### src/rtl/pag_pkg.sv
// Package: shared widths, encodings and helpers for the port access gate.
// Assumes default widths of a 2-bit privilege level, a 16-bit port and a 16-bit offset.
package pag_pkg;
    localparam int PAG_PL_W   = 2;
    localparam int PAG_PORT_W = 16;
    localparam int PAG_OFS_W  = 16;
    localparam int PAG_BYTE_W = 8;
    // Byte addresses need one bit above the wider of offset and byte index.
    localparam int PAG_ADDR_W =
        ((PAG_OFS_W > PAG_PORT_W - 3) ? PAG_OFS_W : PAG_PORT_W - 3) + 1;

    // Access width codes.
    typedef enum logic [1:0] {
        W_ONE   = 2'b00,
        W_TWO   = 2'b01,
        W_FOUR  = 2'b10,
        W_FOUR2 = 2'b11
    } acc_width_e;

    // Sequencer states.
    typedef enum logic [1:0] {
        ST_IDLE   = 2'd0,
        ST_DECIDE = 2'd1,
        ST_LO     = 2'd2,
        ST_HI     = 2'd3
    } pag_state_e;

    // Number of touched ports minus one for a width code.
    function automatic logic [2:0] span_minus_one(input logic [1:0] code);
        case (code)
            W_ONE:   return 3'd0;
            W_TWO:   return 3'd1;
            default: return 3'd3;
        endcase
    endfunction
endpackage

### src/rtl/pag_priv_cmp.sv
// Privilege compare: grants blanket port access when the current level is
// numerically no greater than the I/O level. Pure combinational.
module pag_priv_cmp #(
    parameter int PL_W = 2
) (
    input  logic [PL_W-1:0] cpl,
    input  logic [PL_W-1:0] iopl,
    output logic            blanket
);
    // Unsigned compare of the two levels.
    always_comb blanket = (cpl <= iopl);
endmodule

### src/rtl/pag_span_gen.sv
// Span generator: from port, width and bitmap offset forms the first and
// second bitmap byte addresses, the bit masks inside each byte, whether the
// span crosses a byte, and whether a needed byte lies above the limit.
// Assumes at most 4 touched ports, so at most two bytes are needed.
module pag_span_gen #(
    parameter int PORT_W = 16,
    parameter int OFS_W  = 16,
    parameter int ADDR_W = 17,
    parameter int BYTE_W = 8
) (
    input  logic [PORT_W-1:0] port,
    input  logic [1:0]        width,
    input  logic [OFS_W-1:0]  ofs,
    input  logic [ADDR_W-1:0] limit,
    output logic [ADDR_W-1:0] addr_lo,
    output logic [ADDR_W-1:0] addr_hi,
    output logic              crosses,
    output logic [BYTE_W-1:0] mask_lo,
    output logic [BYTE_W-1:0] mask_hi,
    output logic              out_of_range
);
    import pag_pkg::*;

    localparam int BIT_W = $clog2(BYTE_W);
    localparam int POS_W = BIT_W + 1;

    logic [POS_W-1:0] first_pos;
    logic [POS_W-1:0] last_pos;

    // Bit positions of the first and last touched port, relative to the low byte.
    always_comb begin
        first_pos = {1'b0, port[BIT_W-1:0]};
        last_pos  = first_pos + POS_W'(span_minus_one(width));
        crosses   = last_pos[BIT_W];
    end

    // One mask bit per bitmap bit, for the low and the high byte.
    for (genvar i = 0; i < BYTE_W; i++) begin : g_mask
        always_comb begin
            mask_lo[i] = (POS_W'(i) >= first_pos) && (POS_W'(i) <= last_pos);
            mask_hi[i] = (POS_W'(i + BYTE_W) <= last_pos);
        end
    end

    // Byte addresses and the limit test.
    always_comb begin
        addr_lo      = ADDR_W'(ofs) + ADDR_W'(port[PORT_W-1:BIT_W]);
        addr_hi      = addr_lo + ADDR_W'(1);
        out_of_range = (addr_lo > limit) || (crosses && (addr_hi > limit));
    end
endmodule

### src/rtl/pag_byte_test.sv
// Byte test: reports whether any masked bit of a fetched bitmap byte is set.
module pag_byte_test #(
    parameter int BYTE_W = 8
) (
    input  logic [BYTE_W-1:0] data,
    input  logic [BYTE_W-1:0] mask,
    output logic              denied
);
    // A set bit under the mask denies the access.
    always_comb denied = |(data & mask);
endmodule

### src/rtl/port_access_gate.sv
// Port access gate: takes one permission request at a time, grants it
// outright on the privilege compare, or else fetches one or two bitmap bytes
// (read latency one cycle) and returns allow or fault on a done pulse.
// Assumes the memory answers every strobe exactly one cycle later.
module port_access_gate
    import pag_pkg::*;
#(
    parameter int PL_W   = PAG_PL_W,
    parameter int PORT_W = PAG_PORT_W,
    parameter int OFS_W  = PAG_OFS_W,
    parameter int BYTE_W = PAG_BYTE_W,
    localparam int ADDR_W = ((OFS_W > PORT_W - 3) ? OFS_W : PORT_W - 3) + 1
) (
    input  logic              clk,
    input  logic              rst_n,
    input  logic              req_valid,
    output logic              req_ready,
    input  logic [PL_W-1:0]   req_cpl,
    input  logic [PL_W-1:0]   req_iopl,
    input  logic [PORT_W-1:0] req_port,
    input  logic [1:0]        req_width,
    input  logic [OFS_W-1:0]  bitmap_ofs,
    input  logic [ADDR_W-1:0] seg_limit,
    output logic              mem_rd_en,
    output logic [ADDR_W-1:0] mem_rd_addr,
    input  logic [BYTE_W-1:0] mem_rd_data,
    output logic              done,
    output logic              allow,
    output logic              fault
);
    pag_state_e        state, state_d;
    logic [PL_W-1:0]   l_cpl, l_iopl;
    logic [PORT_W-1:0] l_port;
    logic [1:0]        l_width;
    logic [OFS_W-1:0]  l_ofs;
    logic [ADDR_W-1:0] l_limit;
    logic              deny_lo_q, deny_lo_d;
    logic              done_q, allow_q, fault_q;

    logic              blanket;
    logic [ADDR_W-1:0] addr_lo, addr_hi;
    logic              crosses, out_of_range;
    logic [BYTE_W-1:0] mask_lo, mask_hi;
    logic              hit_lo, hit_hi;
    logic              finish, verdict;

    pag_priv_cmp #(.PL_W(PL_W)) u_priv (
        .cpl     (l_cpl),
        .iopl    (l_iopl),
        .blanket (blanket)
    );

    pag_span_gen #(
        .PORT_W (PORT_W),
        .OFS_W  (OFS_W),
        .ADDR_W (ADDR_W),
        .BYTE_W (BYTE_W)
    ) u_span (
        .port         (l_port),
        .width        (l_width),
        .ofs          (l_ofs),
        .limit        (l_limit),
        .addr_lo      (addr_lo),
        .addr_hi      (addr_hi),
        .crosses      (crosses),
        .mask_lo      (mask_lo),
        .mask_hi      (mask_hi),
        .out_of_range (out_of_range)
    );

    pag_byte_test #(.BYTE_W(BYTE_W)) u_test_lo (
        .data   (mem_rd_data),
        .mask   (mask_lo),
        .denied (hit_lo)
    );

    pag_byte_test #(.BYTE_W(BYTE_W)) u_test_hi (
        .data   (mem_rd_data),
        .mask   (mask_hi),
        .denied (hit_hi)
    );

    // Next state, read strobe and verdict for the current state.
    always_comb begin
        state_d     = state;
        mem_rd_en   = 1'b0;
        mem_rd_addr = addr_lo;
        deny_lo_d   = deny_lo_q;
        finish      = 1'b0;
        verdict     = 1'b0;
        case (state)
            ST_IDLE: begin
                if (req_valid) state_d = ST_DECIDE;
            end
            ST_DECIDE: begin
                if (blanket) begin
                    finish  = 1'b1;
                    verdict = 1'b1;
                end else if (out_of_range) begin
                    finish  = 1'b1;
                    verdict = 1'b0;
                end else begin
                    mem_rd_en = 1'b1;
                    state_d   = ST_LO;
                end
            end
            ST_LO: begin
                if (crosses) begin
                    mem_rd_en   = 1'b1;
                    mem_rd_addr = addr_hi;
                    deny_lo_d   = hit_lo;
                    state_d     = ST_HI;
                end else begin
                    finish  = 1'b1;
                    verdict = !hit_lo;
                end
            end
            default: begin
                finish  = 1'b1;
                verdict = !(deny_lo_q || hit_hi);
            end
        endcase
        if (finish) state_d = ST_IDLE;
    end

    // State, result registers and request capture.
    always_ff @(posedge clk) begin
        if (!rst_n) begin
            state     <= ST_IDLE;
            deny_lo_q <= 1'b0;
            done_q    <= 1'b0;
            allow_q   <= 1'b0;
            fault_q   <= 1'b0;
            l_cpl     <= '0;
            l_iopl    <= '0;
            l_port    <= '0;
            l_width   <= '0;
            l_ofs     <= '0;
            l_limit   <= '0;
        end else begin
            state     <= state_d;
            deny_lo_q <= deny_lo_d;
            done_q    <= finish;
            allow_q   <= finish && verdict;
            fault_q   <= finish && !verdict;
            if (state == ST_IDLE && req_valid) begin
                l_cpl   <= req_cpl;
                l_iopl  <= req_iopl;
                l_port  <= req_port;
                l_width <= req_width;
                l_ofs   <= bitmap_ofs;
                l_limit <= seg_limit;
            end
        end
    end

    // Port drive from state and result registers.
    always_comb begin
        req_ready = (state == ST_IDLE);
        done      = done_q;
        allow     = allow_q;
        fault     = fault_q;
    end
endmodule

### config.mk
export PLATFORM = sky130hd
export DESIGN_NAME = port_access_gate
export DESIGN_NICKNAME = d
export VERILOG_FILES = /design/src/rtl/pag_pkg.sv /design/src/rtl/pag_priv_cmp.sv /design/src/rtl/pag_span_gen.sv /design/src/rtl/pag_byte_test.sv /design/src/rtl/port_access_gate.sv
export SDC_FILE = /design/constraint.sdc
export NUM_CORES = 1
export LEC_CHECK = 0
export BUFFER_PORTS_ARGS = -buffer_cell sky130_fd_sc_hd__buf_4
export CAP_MARGIN = 20
export CORE_MARGIN = 10
export CORE_UTILIZATION = 58
export CTS_BUF_LIST = sky130_fd_sc_hd__clkbuf_2
export DETAILED_ROUTE_END_ITERATION = 7
export GPL_TIMING_DRIVEN = 0
export HOLD_SLACK_MARGIN = 0.1
export PLACE_DENSITY_LB_ADDON = 0.08
export SYNTH_ARGS = -nofsm -noshare
export SYNTH_HDL_FRONTEND = slang
export SYNTH_HIERARCHICAL = 1
export SYNTH_SLANG_ARGS = --single-unit
### constraint.sdc
create_clock -name clk -period 7 [get_ports clk]
set_input_delay 1.4 -clock clk [delete_from_list [all_inputs] [get_ports clk]]
set_output_delay 1.4 -clock clk [all_outputs]
set_load 0.01 [all_outputs]
Word-level counts from Yosys, hierarchy flattened
Cells that the tools add are included.

cells by class
  add/sub/neg operators = 3
  magnitude comparators = 27
  equality and inequality tests = 7
  multiplexer cells = 19
  bitwise gates (word level) = 3
  reduce and logical (&&, ||, !) cells = 25

operator list
  kind                                                                   number
  17-bit > comparator                                                    2
  17-bit 2-to-1 mux                                                      2
  4-bit <= comparator (first input constant)                             8
  16-bit by 13-bit adder with 17-bit output                              1
  17-bit by 1-bit adder with 17-bit output (second input constant)       1
  8-bit AND                                                              2
  3-bit by 4-bit <= comparator with 1-bit output (first input constant)  4
  8-bit OR reduction                                                     2
  3-bit >= comparator (first input constant)                             4
  1-bit logical AND                                                      12
  1-bit by 4-bit <= comparator with 1-bit output (first input constant)  2
  2-bit by 4-bit <= comparator with 1-bit output (first input constant)  2
  1-bit 2-to-1 mux                                                       8
  2-bit 2-to-1 mux                                                       4
  1-bit by 3-bit >= comparator with 1-bit output (first input constant)  2
  2-bit by 3-bit >= comparator with 1-bit output (first input constant)  2
  2-bit inequality test (second input constant)                          3
  1-bit case mux with 3 select lines                                     2
  2-bit case mux with 3 select lines                                     1
  5-bit AND reduction                                                    1
  3-bit by 2-bit adder with 4-bit output                                 1
  2-bit by 1-bit == test with 1-bit output (second input constant)       2
  2-bit zero test                                                        2
  2-bit case mux with 2 select lines                                     1
  10 further kinds                                                       13

storage, ports and cells
  flip-flop bits (word level) = 61
  output and inout port bits = 22
  word-level logic and storage cells = 95

Depth between registers and ports, before layout
Gate-level depths: netlist of run 1.

  depth after elaboration = 12
  mapped depth = 22

Hierarchy
Netlist of run 1, hierarchy kept.

modules (own cells, without submodules)
  module            times used  cells each  area each (um^2)
  port_access_gate  1           291         2524.9
  pag_span_gen      1           275         2133.3
  pag_byte_test     2           5           36.3
  pag_priv_cmp      1           7           47.5

Worst setup path before layout of run 1
OpenSTA, ideal clock, no wires.

  kind = register to output
  from = register l_port[3]
  to = output mem_rd_en
  arrival time = 4.072 ns
  slack = 1.528 ns
  cell stages (with the launch flop) = 22
  buffers on the path = 0
  path through = dfxtp_1 -> ha_1 -> inv_1 -> fa_1 -> and2b_1 -> o21ai_1 -> nand2b_1 -> xor2_1 -> o2111ai_1 -> nor4_4 -> nand2_1 -> xnor2_1 -> ha_1 -> a21o_1 -> a21o_1 -> a21oi_1 -> o221ai_1 -> a221oi_1 -> o31ai_1 -> nor2_1 -> nand2_1 -> a21boi_0

on the way
  word-level cells in the longest chain between the ends = 8

RTL lines
  element                                    line                     text
  from (decl)                                port_access_gate.sv:33   logic [PORT_W-1:0] l_port;
  from (signal assigned)                     port_access_gate.sv:149  l_port <= req_port;
  16-bit by 13-bit adder with 17-bit output  pag_span_gen.sv:47       addr_lo = ADDR_W'(ofs) + ADDR_W'(port[PORT_W-1:BIT_W]);
  net addr_lo[4]                             port_access_gate.sv:41   logic [ADDR_W-1:0] addr_lo, addr_hi;
  17-bit by 1-bit adder with 17-bit output   pag_span_gen.sv:48       addr_hi = addr_lo + ADDR_W'(1);
  net addr_hi[10]                            port_access_gate.sv:41
  17-bit > comparator                        pag_span_gen.sv:49       out_of_range = (addr_lo > limit) || (crosses && (addr_hi > limit));
  1-bit logical AND                          pag_span_gen.sv:49
  1-bit logical OR                           pag_span_gen.sv:49
  net out_of_range                           port_access_gate.sv:42   logic crosses, out_of_range;
  1-bit 2-to-1 mux                           port_access_gate.sv:99   end else if (out_of_range) begin
  1-bit 2-to-1 mux                           port_access_gate.sv:96   if (blanket) begin
  1-bit case mux with 2 select lines         port_access_gate.sv:91   case (state)
  to (decl)                                  port_access_gate.sv:24   output logic mem_rd_en,

The timed path passes the listed nets, and every way through them passes these cells.

Final worst setup path of run 1
Ends and elaborated chain as after synthesis.

==> flow_summary.ini, run 1 <==
[yosys]
yosysTopAreaCellShare_pct = 25.6
yosysMostFrequentCell = nand2_1
syn_area_per_cell_um2 = 8.20
yosys.area.top_type = dfxtp_1
syn_nets = 707
synth-edff-count = 0
ys_warn_count = 6
syn_inst = 583
ys_seq_area_share_pct = 25.6
yosys-top-cells-count = nand2_1, dfxtp_1, ha_1, a21boi_1, inv_1
synth_flop_cell = dfxtp_1
synth_cell_types = 65
ys_top_cells_by_area = dfxtp_1, ha_1, nand2_1
async_reset_ff_share_pct = 0
ys_ff_latch = 61
synth_area_um2 = 4780

[clock_network]
clock_path_buffers = 2
htreeDepth = 3
cts_tree = built
clkTransAtPathRegs_ns = 0.19
clock-sinks = 61
clock_latency_ns = 0.51
postCtsSetupBuffers = 0
ctsRootBufferMaster = clkbuf_2
cts_buffers = 9

[timing]
clock.fmax_mhz = 152
fin_crit_sh_pct = 93.9
tns_ns = 0
clock_skew_ns = 0.0269
worstMarginPinSlew_ns = 0.582
setup-violations-final = 0
final_max_slew_viol_count = 0
period_minus_slack_ns = 6.57
grt_setup_unrepaired = false
hold_viol_final = 0
slew_headroom_pct = 61.2

[route]
drc = 0
viasPerCell = 5.51
antenna_left = 0
drt_first_pass_iters = 4
avgRoutedWirePerCell_um = 15.6
drt-total-wl_um = 12400
first_iter_violations = 191
via_count = 4356

[setup_path]
endpoint_kind = output pin
timing.rr.start = l_port[3]$_SDFFE_PN0P_
cp.depth = 22
critPathTopFamily = compound AO/OA/AOI/OAI gates
crit_slowest_cell = fa_1
crit_start = l_port[3]$_SDFFE_PN0P_
crit_chain = ha_1, inv_1, fa_1, and2b_1, o2111ai_2, a31oi_2, xor2_2, inv_2, nor4_4, nand2_1, xnor2_1, ha_1, a21o_1, a21o_1, a21oi_1, o221ai_1, a221oi_1, o31ai_1, nor2_1, nand2_1, a21boi_0, buf_4
timing_worst_setup_path_type = flip-flop to output pin
critPathMaxStageDelay_ns = 0.43
crit_fanout = 4
worstReg2RegEnd = state[0]$_SDFFE_PP0P_
reg2regPathDepth = 21
r2r_slack_ns = 1.89
crit_buf_inv = 3
critPathLaunchType = flip-flop
arrival_ns = 5.17
cp.required_ns = 5.60

[finish]
seq_area_um2 = 1220
final_util_pct = 70.2
antenna_cells = 0
area_growth_pct = 19.5
nFillCells = 681
nets = 805
final_layout_size_suffix_gt1_share_pct = 22.4
multi_input_area_um2 = 3330

[pwr]
p_leak_nw = 2.67
ir_drop_v = 0.000151
p_per_area_nw_per_um2 = 303

[hold_path]
min_from = l_width[0]$_SDFFE_PN0P_
hold_path.class = flip-flop to flip-flop
whs_path_depth = 2
worstHoldEndpoint = l_width[0]$_SDFFE_PN0P_

[global_routing]
overflow = 0
grt_pass1_vias = 4453
antenna_found_initial = 0
grt_max_degree = 12
grt_use_total_pct = 19.8
grt_pass1_wl_um = 20800

[placement]
place_congestion = 0.932
portBuffers = 87
dpl.hpwl_um = 10000

[floorplanning]
core-area_um2 = 8130
ios = 88
row_count = 33
initial_core_util_pct = 58.7
die_h_um = 111
die_x_um = 111
die_area_um2 = 12300

[run_status]
status = completed

[run]
cap_violations = 0
==> metrics by stage <==
step                power (mW)  setup slack, ns  hold WS [ns]  cell area, um2  std cells
floorplan                 1.16             1.53         0.430            4780        583
detailed placement        1.46            0.950         0.444            5560        775
global placement          1.42            0.933         0.440            5560        775
global route              1.87           0.0305         0.485            5710        791
CTS                       1.73            0.322         0.466            5700        791
finish                    1.73            0.427         0.467            5710        791
==> state kept, by name, indices dropped and copies added, names as in the netlist <==
signal	count
allow	1
deny_lo_q	1
done	1
fault	1
l_cpl	2
l_iopl	2
l_limit	17
l_ofs	16
l_port	16
l_width	2
state	2
==> cells by family after synthesis <==
group | Yosys count | share of synthesized area (%)
buf+inv | 60 | 5.00
mux | 18 | 4.22
fa+ha+maj | 58 | 15.5
flops | 61 | 25.6
compound gates | 154 | 23.4
simple gates | 203 | 20.2
xor+xnor | 29 | 6.10
==> worst max path at each step <==
stage	end
floorplan	mem_rd_en
global placement	mem_rd_en
detailed placement	mem_rd_en
CTS	mem_rd_en
global route	mem_rd_en
finish	mem_rd_en
==> layout make-up <==
cell class                 instances  area share, %
clock buffer                      10          0.877
sequential                        61           21.4
multi-input combinational        462           58.3
clock inverter                     6           1.53
inverter                          35           2.30
buffer                            25           1.89
timing repair buffer              87           11.4
tap                              105           2.30
==> cell usage in the layout, fill, tap and decap left out, types with 5 or more instances in the layout <==
master	instances
nand4_1	9
a22oi_1	11
nor3_1	12
a21o_1	20
a21boi_1	38
o21ai_0	11
a21boi_0	20
ha_1	56
nand2_1	125
clkbuf_1	16
xor2_1	6
buf_4	88
buf_2	8
o21a_1	7
mux2_2	17
dfxtp_1	61
nand3_1	5
xnor2_1	17
clkbuf_2	10
nor2_1	14
inv_1	32
and4_1	5
a21oi_1	21
==> what timing repair did <==
action	in CTS	in global routing
setup endpoints to repair	0	1
hold buffers	0	0
gates resized for setup	0	1
==> worst reg2reg max path, stage by stage (launching register included) <==
cell and delay (ns):
dfxtp_1 0.38, ha_1 0.17, inv_1 0.06, fa_1 0.43
and2b_1 0.26, o2111ai_2 0.17, a31oi_2 0.22, xor2_2 0.31
inv_2 0.10, nor4_4 0.37, nand2_1 0.11, xnor2_1 0.20
ha_1 0.28, a21o_1 0.17, a21o_1 0.16, a21oi_1 0.16
o221ai_1 0.14, a221oi_1 0.31, o31ai_1 0.14, o21a_1 0.22
or4b_4 0.53, a211oi_2 0.15
==> where the power goes <==
| group | leakage (nW) | total [mW] | switching, mW | internal [mW] |
|---|---|---|---|---|
| sequential | 0.501 | 0.460 | 0.0445 | 0.415 |
| combinational | 2.09 | 1.01 | 0.564 | 0.441 |
| clock | 0.0742 | 0.265 | 0.146 | 0.119 |
==> per-layer routing <==
metal	GRT usage, %	part of all wire [%]	vias up
met4	4.43	0.82	0
met2	34.3	49	97
li1	-	-	2233
met3	4.82	4.1	10
met5	0	0	-
met1	24.1	46	2016
(Power assumes the default switching activity.)
==> inputs of run 2 (changes only) <==
--- a/config.mk
+++ b/config.mk
@@ -8,7 +8,7 @@
 export BUFFER_PORTS_ARGS = -buffer_cell sky130_fd_sc_hd__buf_4
 export CAP_MARGIN = 20
 export CORE_MARGIN = 10
-export CORE_UTILIZATION = 58
+export CORE_UTILIZATION = 52
 export CTS_BUF_LIST = sky130_fd_sc_hd__clkbuf_2
 export DETAILED_ROUTE_END_ITERATION = 7
 export GPL_TIMING_DRIVEN = 0
==> run 2 against run 1 <==
Compared with the run above: total power down 5.5%; critical endpoint unchanged; critical path type unchanged; sequential power barely moved; highest routed layer unchanged; fmax down 0.71%; sequential share of layout area is essentially flat; via count up 0.85%; clock-buffer cell count fell by 1; die area grew 9.4%.
==> flow_summary.ini, run 2 (same netlist as run 1, synthesis figures left out) <==
[run_status]
status = completed

[global_routing]
grt-busiest-layer = met2
grt_pass1_wl_um = 20100
antenna_found_initial = 0
overflow = 0
grt_util_met3_pct = 3.77
grt_max_degree = 11
use_met1_pct = 22.0
grt_pass1_vias = 4394
grt_use_total_pct = 18.3
grt_util_met2_pct = 31.1

[timing]
tns_ns = 0
clock.fmax_mhz = 151
holdWs_ns = 0.467
clock_skew_ns = 0.0276
hold_viol_final = 0
fin_ws_ns = 0.380
grt_setup_unrepaired = false
setup-violations-final = 0
period_minus_slack_ns = 6.62
worstMarginPinSlew_ns = 0.558
fin_crit_sh_pct = 94.6
final_max_slew_viol_count = 0
slew_headroom_pct = 62.8

[floorplanning]
initial_core_util_pct = 54.0
row_count = 34
die_area_um2 = 13400
die_x_um = 116
die_h_um = 116
ios = 88
core-area_um2 = 8850

[hold_path]
hold_path.class = flip-flop to flip-flop

[pwr]
pwr-share-seq_pct = 28.2
clkPwrFrac_pct = 10.6
p_int_mw = 0.901
p_per_area_nw_per_um2 = 287
ir_drop_v = 0.000139
p_leak_nw = 2.67
netSwitchingPower_mw = 0.732
p_comb_share_pct = 61.2
p_sw_share_pct = 44.8

[finish]
area_growth_pct = 19.3
largest_reg_flops = 17
most-common-layout-cells = nand2_1, buf_4, dfxtp_1, ha_1, a21boi_1
largest_registers = l_limit x17, l_ofs x16, l_port x16
nFillCells = 822
layout_commonest_cell = nand2_1
multi_input_area_um2 = 3340
seq_area_um2 = 1220
largest-register = l_limit
final_layout_size_suffix_gt1_share_pct = 22.5
nets = 809
antenna_cells = 0

[route]
first_iter_violations = 194
antenna_left = 0
avgRoutedWirePerCell_um = 15.2
via_count = 4393
drt_first_pass_iters = 5
viasPerCell = 5.51
drc = 0
drt-total-wl_um = 12200

[setup_path]
crit_fanout = 6
timing_worst_setup_path_type = flip-flop to output pin
endpoint_kind = output pin
critPathLaunchType = flip-flop
cp.required_ns = 5.60
arrival_ns = 5.22

[placement]
dpl_worst_slack_ns = 0.838
place_congestion = 0.901
portBuffers = 87
dpl.hpwl_um = 9870

[clock_network]
clock-sinks = 61
cts_tree = built
cts_buffers = 9
clock_path_buffers = 2
htreeDepth = 3
ctsRootBufferMaster = clkbuf_2
clock_latency_ns = 0.51
clkTransAtPathRegs_ns = 0.19

[run]
cap_violations = 0
## run 2: cell count changes in the layout (fill, tap and decap cells not counted), sizes merged
cell / before / now
clkinvlp: 3 / 1
clkinv: 1 / 6
clkbuf: 26 / 25
buf: 96 / 100
bufinv: 2 / 0
## run 2: critical path, cell delays in order, from the launching register on
cell	delay, ns
dfxtp_1	0.39
ha_1	0.17
inv_1	0.05
fa_1	0.42
and2b_1	0.27
o21ai_1	0.07
nand2b_1	0.18
xor2_4	0.25
o2111ai_2	0.24
nor4_4	0.40
nand2_1	0.11
xnor2_1	0.21
ha_1	0.28
a21o_1	0.17
a21o_1	0.17
a21oi_1	0.19
o221ai_1	0.14
a221oi_1	0.31
o31ai_1	0.14
nor2_1	0.12
nand2_1	0.06
a21boi_0	0.22
buf_4	0.16
## run 2: what timing repair did
| action | in CTS | in global routing |
|---|---|---|
| endpoints found under the setup margin | 0 | 1 |
| hold buffers | 0 | 0 |
| buffers inserted | 0 | 4 |
| gates resized for setup | 0 | 3 |
## run 2: through the flow
stage               utilization, %  instance area (um2)  instances  power [mW]
floorplan                        -                 4780        583        1.16
global placement              62.9                 5570        778        1.42
detailed placement            62.9                 5570        778        1.45
CTS                           63.8                 5640        794        1.62
global route                  64.4                 5700        798        1.78
finish                        64.4                 5700        798        1.63
## run 2: cell type report
class	count	share of cell area [%]
Clock inverter	7	0.571
Buffer	25	1.89
Multi-Input combinational cell	462	58.7
Tap cell	108	2.37
Sequential cell	61	21.4
Inverter	35	2.31
Timing Repair Buffer	91	12.0
Clock buffer	9	0.790
## run 2: final timing paths
check                                 from                  endpoint  slack, ns  cells after the start
setup / recovery    l_port[3]$_SDFFE_PN0P_                 mem_rd_en       0.38                     22
hold / removal    l_limit[16]$_SDFFE_PN0P_  l_limit[16]$_SDFFE_PN0P_       0.47                      2
setup reg to reg    l_port[3]$_SDFFE_PN0P_     state[0]$_SDFFE_PP0P_       1.87                     21
hold reg to reg   l_limit[16]$_SDFFE_PN0P_  l_limit[16]$_SDFFE_PN0P_       0.47                      2
## run 2: layer usage
| layer | part of all wire (%) | wire, um | up-vias |
|---|---|---|---|
| met2 | 48 | 5790 | 96 |
| met3 | 5.3 | 648 | 24 |
| met5 | 0 | 0 | - |
| met4 | 2.3 | 281 | 0 |
| li1 | - | - | 2249 |
| met1 | 45 | 5430 | 2024 |
## run 2: power groups by stage
stage / combinational [mW] / clock (mW) / sequential [mW]
global placement: 0.951 / 0 / 0.465
detailed placement: 0.980 / 0 / 0.469
floorplan: 0.700 / 0 / 0.460
CTS: 0.987 / 0.176 / 0.461
finish: 1.00 / 0.174 / 0.460
global route: 1.11 / 0.196 / 0.471
==> inputs of run 3 (changes only) <==
--- a/config.mk
+++ b/config.mk
@@ -8,7 +8,7 @@
 export BUFFER_PORTS_ARGS = -buffer_cell sky130_fd_sc_hd__buf_4
 export CAP_MARGIN = 20
 export CORE_MARGIN = 10
-export CORE_UTILIZATION = 52
+export CORE_UTILIZATION = 49
 export CTS_BUF_LIST = sky130_fd_sc_hd__clkbuf_2
 export DETAILED_ROUTE_END_ITERATION = 7
 export GPL_TIMING_DRIVEN = 0
==> run 3 against run 2 <==
Compared with the run above: clock-buffer cell count unchanged; largest power group unchanged; critical endpoint unchanged; critical path depth unchanged; total power increased by 5.0%.
==> flow_summary.ini, run 3 (same netlist as run 1, synthesis figures left out) <==
[run_status]
status = completed

[pwr]
p_sw_share_pct = 44.5
ir_drop_v = 0.000145
netSwitchingPower_mw = 0.765
p_comb_share_pct = 59.5
p_int_mw = 0.952
clkPwrFrac_pct = 13.7
pwr-share-seq_pct = 26.8
p_per_area_nw_per_um2 = 296
p_leak_nw = 2.69
finalPower_mw = 1.72

[finish]
largest-register = l_limit
most-common-layout-cells = nand2_1, buf_4, dfxtp_1, ha_1, a21boi_1
stdcell_area_um2 = 5800
final_util_pct = 61.9
nets = 809
final_layout_size_suffix_gt1_share_pct = 23.5
largest_registers = l_limit x17, l_ofs x16, l_port x16
layout_commonest_cell = nand2_1
area_growth_pct = 21.4
antenna_cells = 0
largest_reg_flops = 17

[clock_network]
clkTransAtPathRegs_ns = 0.22
clock_latency_ns = 0.52
ctsRootBufferMaster = clkbuf_2
clock_path_buffers = 2
htreeDepth = 3
hold_buffers = 0
clock-sinks = 61
cts_tree = built
cts_buffers = 9

[placement]
place_congestion = 0.895
dpl.hpwl_um = 10100
place_area_um2 = 5590
portBuffers = 87

[timing]
setup-violations-final = 0
clock.fmax_mhz = 152
worstMarginPinSlew_ns = 0.552
hold_viol_final = 0
clock_skew_ns = 0.0315
period_minus_slack_ns = 6.57
final_max_slew_viol_count = 0
fin_crit_sh_pct = 93.9
tns_ns = 0
holdWs_ns = 0.469
slew_headroom_pct = 62.9
grt_setup_unrepaired = false

[setup_path]
critPathMaxStageDelay_ns = 0.43
crit_start = l_ofs[0]$_SDFFE_PN0P_
cp.required_ns = 5.60
reg2regPathDepth = 21
worstReg2RegEnd = state[0]$_SDFFE_PP0P_
crit_slowest_cell = fa_1
endpoint_kind = output pin
crit_chain = ha_1, inv_1, fa_1, and2b_1, o21ai_1, nand2b_1, xor2_4, o2111ai_4, nor4_4, buf_4, nand4_1, xnor2_1, ha_1, nand4_1, or2_2, o221ai_1, a221oi_2, o31ai_2, nor2_1, nand2_1, a21boi_0, buf_4
r2r_slack_ns = 1.94
critPathLaunchType = flip-flop
arrival_ns = 5.17
crit_fanout = 4
timing.rr.start = l_ofs[0]$_SDFFE_PN0P_
timing_worst_setup_path_type = flip-flop to output pin

[floorplanning]
core-area_um2 = 9370
initial_core_util_pct = 51.0
die_area_um2 = 14100
die_h_um = 119
die_x_um = 119
row_count = 35
ios = 88

[run]
cap_violations = 0

[global_routing]
overflow = 0
grt_max_degree = 13
antenna_found_initial = 0
grt_use_total_pct = 17.5
grt_pass1_vias = 4393
grt_pass1_wl_um = 20800

[route]
via_count = 4337
drt-total-wl_um = 12600
viasPerCell = 5.30
drt_first_pass_iters = 4
drc = 0
avgRoutedWirePerCell_um = 15.4
first_iter_violations = 226
antenna_left = 0

[hold_path]
min_from = l_limit[16]$_SDFFE_PN0P_
hold_path.class = flip-flop to flip-flop
whs_path_depth = 2
worstHoldEndpoint = l_limit[16]$_SDFFE_PN0P_
run 3: worst max-delay path by stage:
stage	slack, ns	cells past startpoint	end
after floorplan	1.53	21	mem_rd_en
after global placement	0.88	22	mem_rd_en
after detailed placement	0.80	22	mem_rd_en
after CTS	0.15	22	mem_rd_en
after global routing	0.03	22	mem_rd_en
final	0.43	22	mem_rd_en
run 3: critical path: cells and delay by family (launching register included):
family                   cells  cell delay, ns
AND/OR/NAND/NOR              8            1.57
AO/OA/AOI/OAI                6            0.99
adder cells (fa/ha/maj)      3            0.92
flip-flops                   1            0.39
buffers and inverters        3            0.39
XOR/XNOR                     2            0.39
run 3: repair_timing:
item	4_1_cts	5_1_grt
buffers inserted	0	4
endpoints found under the setup margin	0	1
gates resized for setup	0	7
run 3: power by group through the flow:
stage	Clock (mW)	Combinational [mW]	Sequential, mW
after global placement	0	0.959	0.465
after detailed placement	0	0.990	0.469
after global routing	0.258	1.14	0.471
after floorplan	0	0.700	0.460
final	0.235	1.02	0.461
after CTS	0.241	0.996	0.461
run 3: final cells by class:
cell class                 instances  area [um2]
buffer                            25         108
timing repair buffer              91         683
tap                              129         161
clock inverter                     7        76.3
multi-input combinational        462        3370
clock buffer                       9        45.0
fill                             893        3570
inverter                          35         131
sequential                        61        1220
run 3: routing by layer:
metal / global-route usage, % / routed length, um / part of all wire, %
met1: 20.8 / 5780 / 46
met2: 30.3 / 6160 / 49
met3: 4.71 / 513 / 4.1
met4: 4.20 / 140 / 1.1
met5: 0 / 0 / 0
run 3: stage by stage:
step,worst slack (ns),std cells
after global placement,0.884,799
after global routing,0.0260,819
after CTS,0.149,815
after detailed placement,0.801,799
final,0.429,819
after floorplan,1.53,583
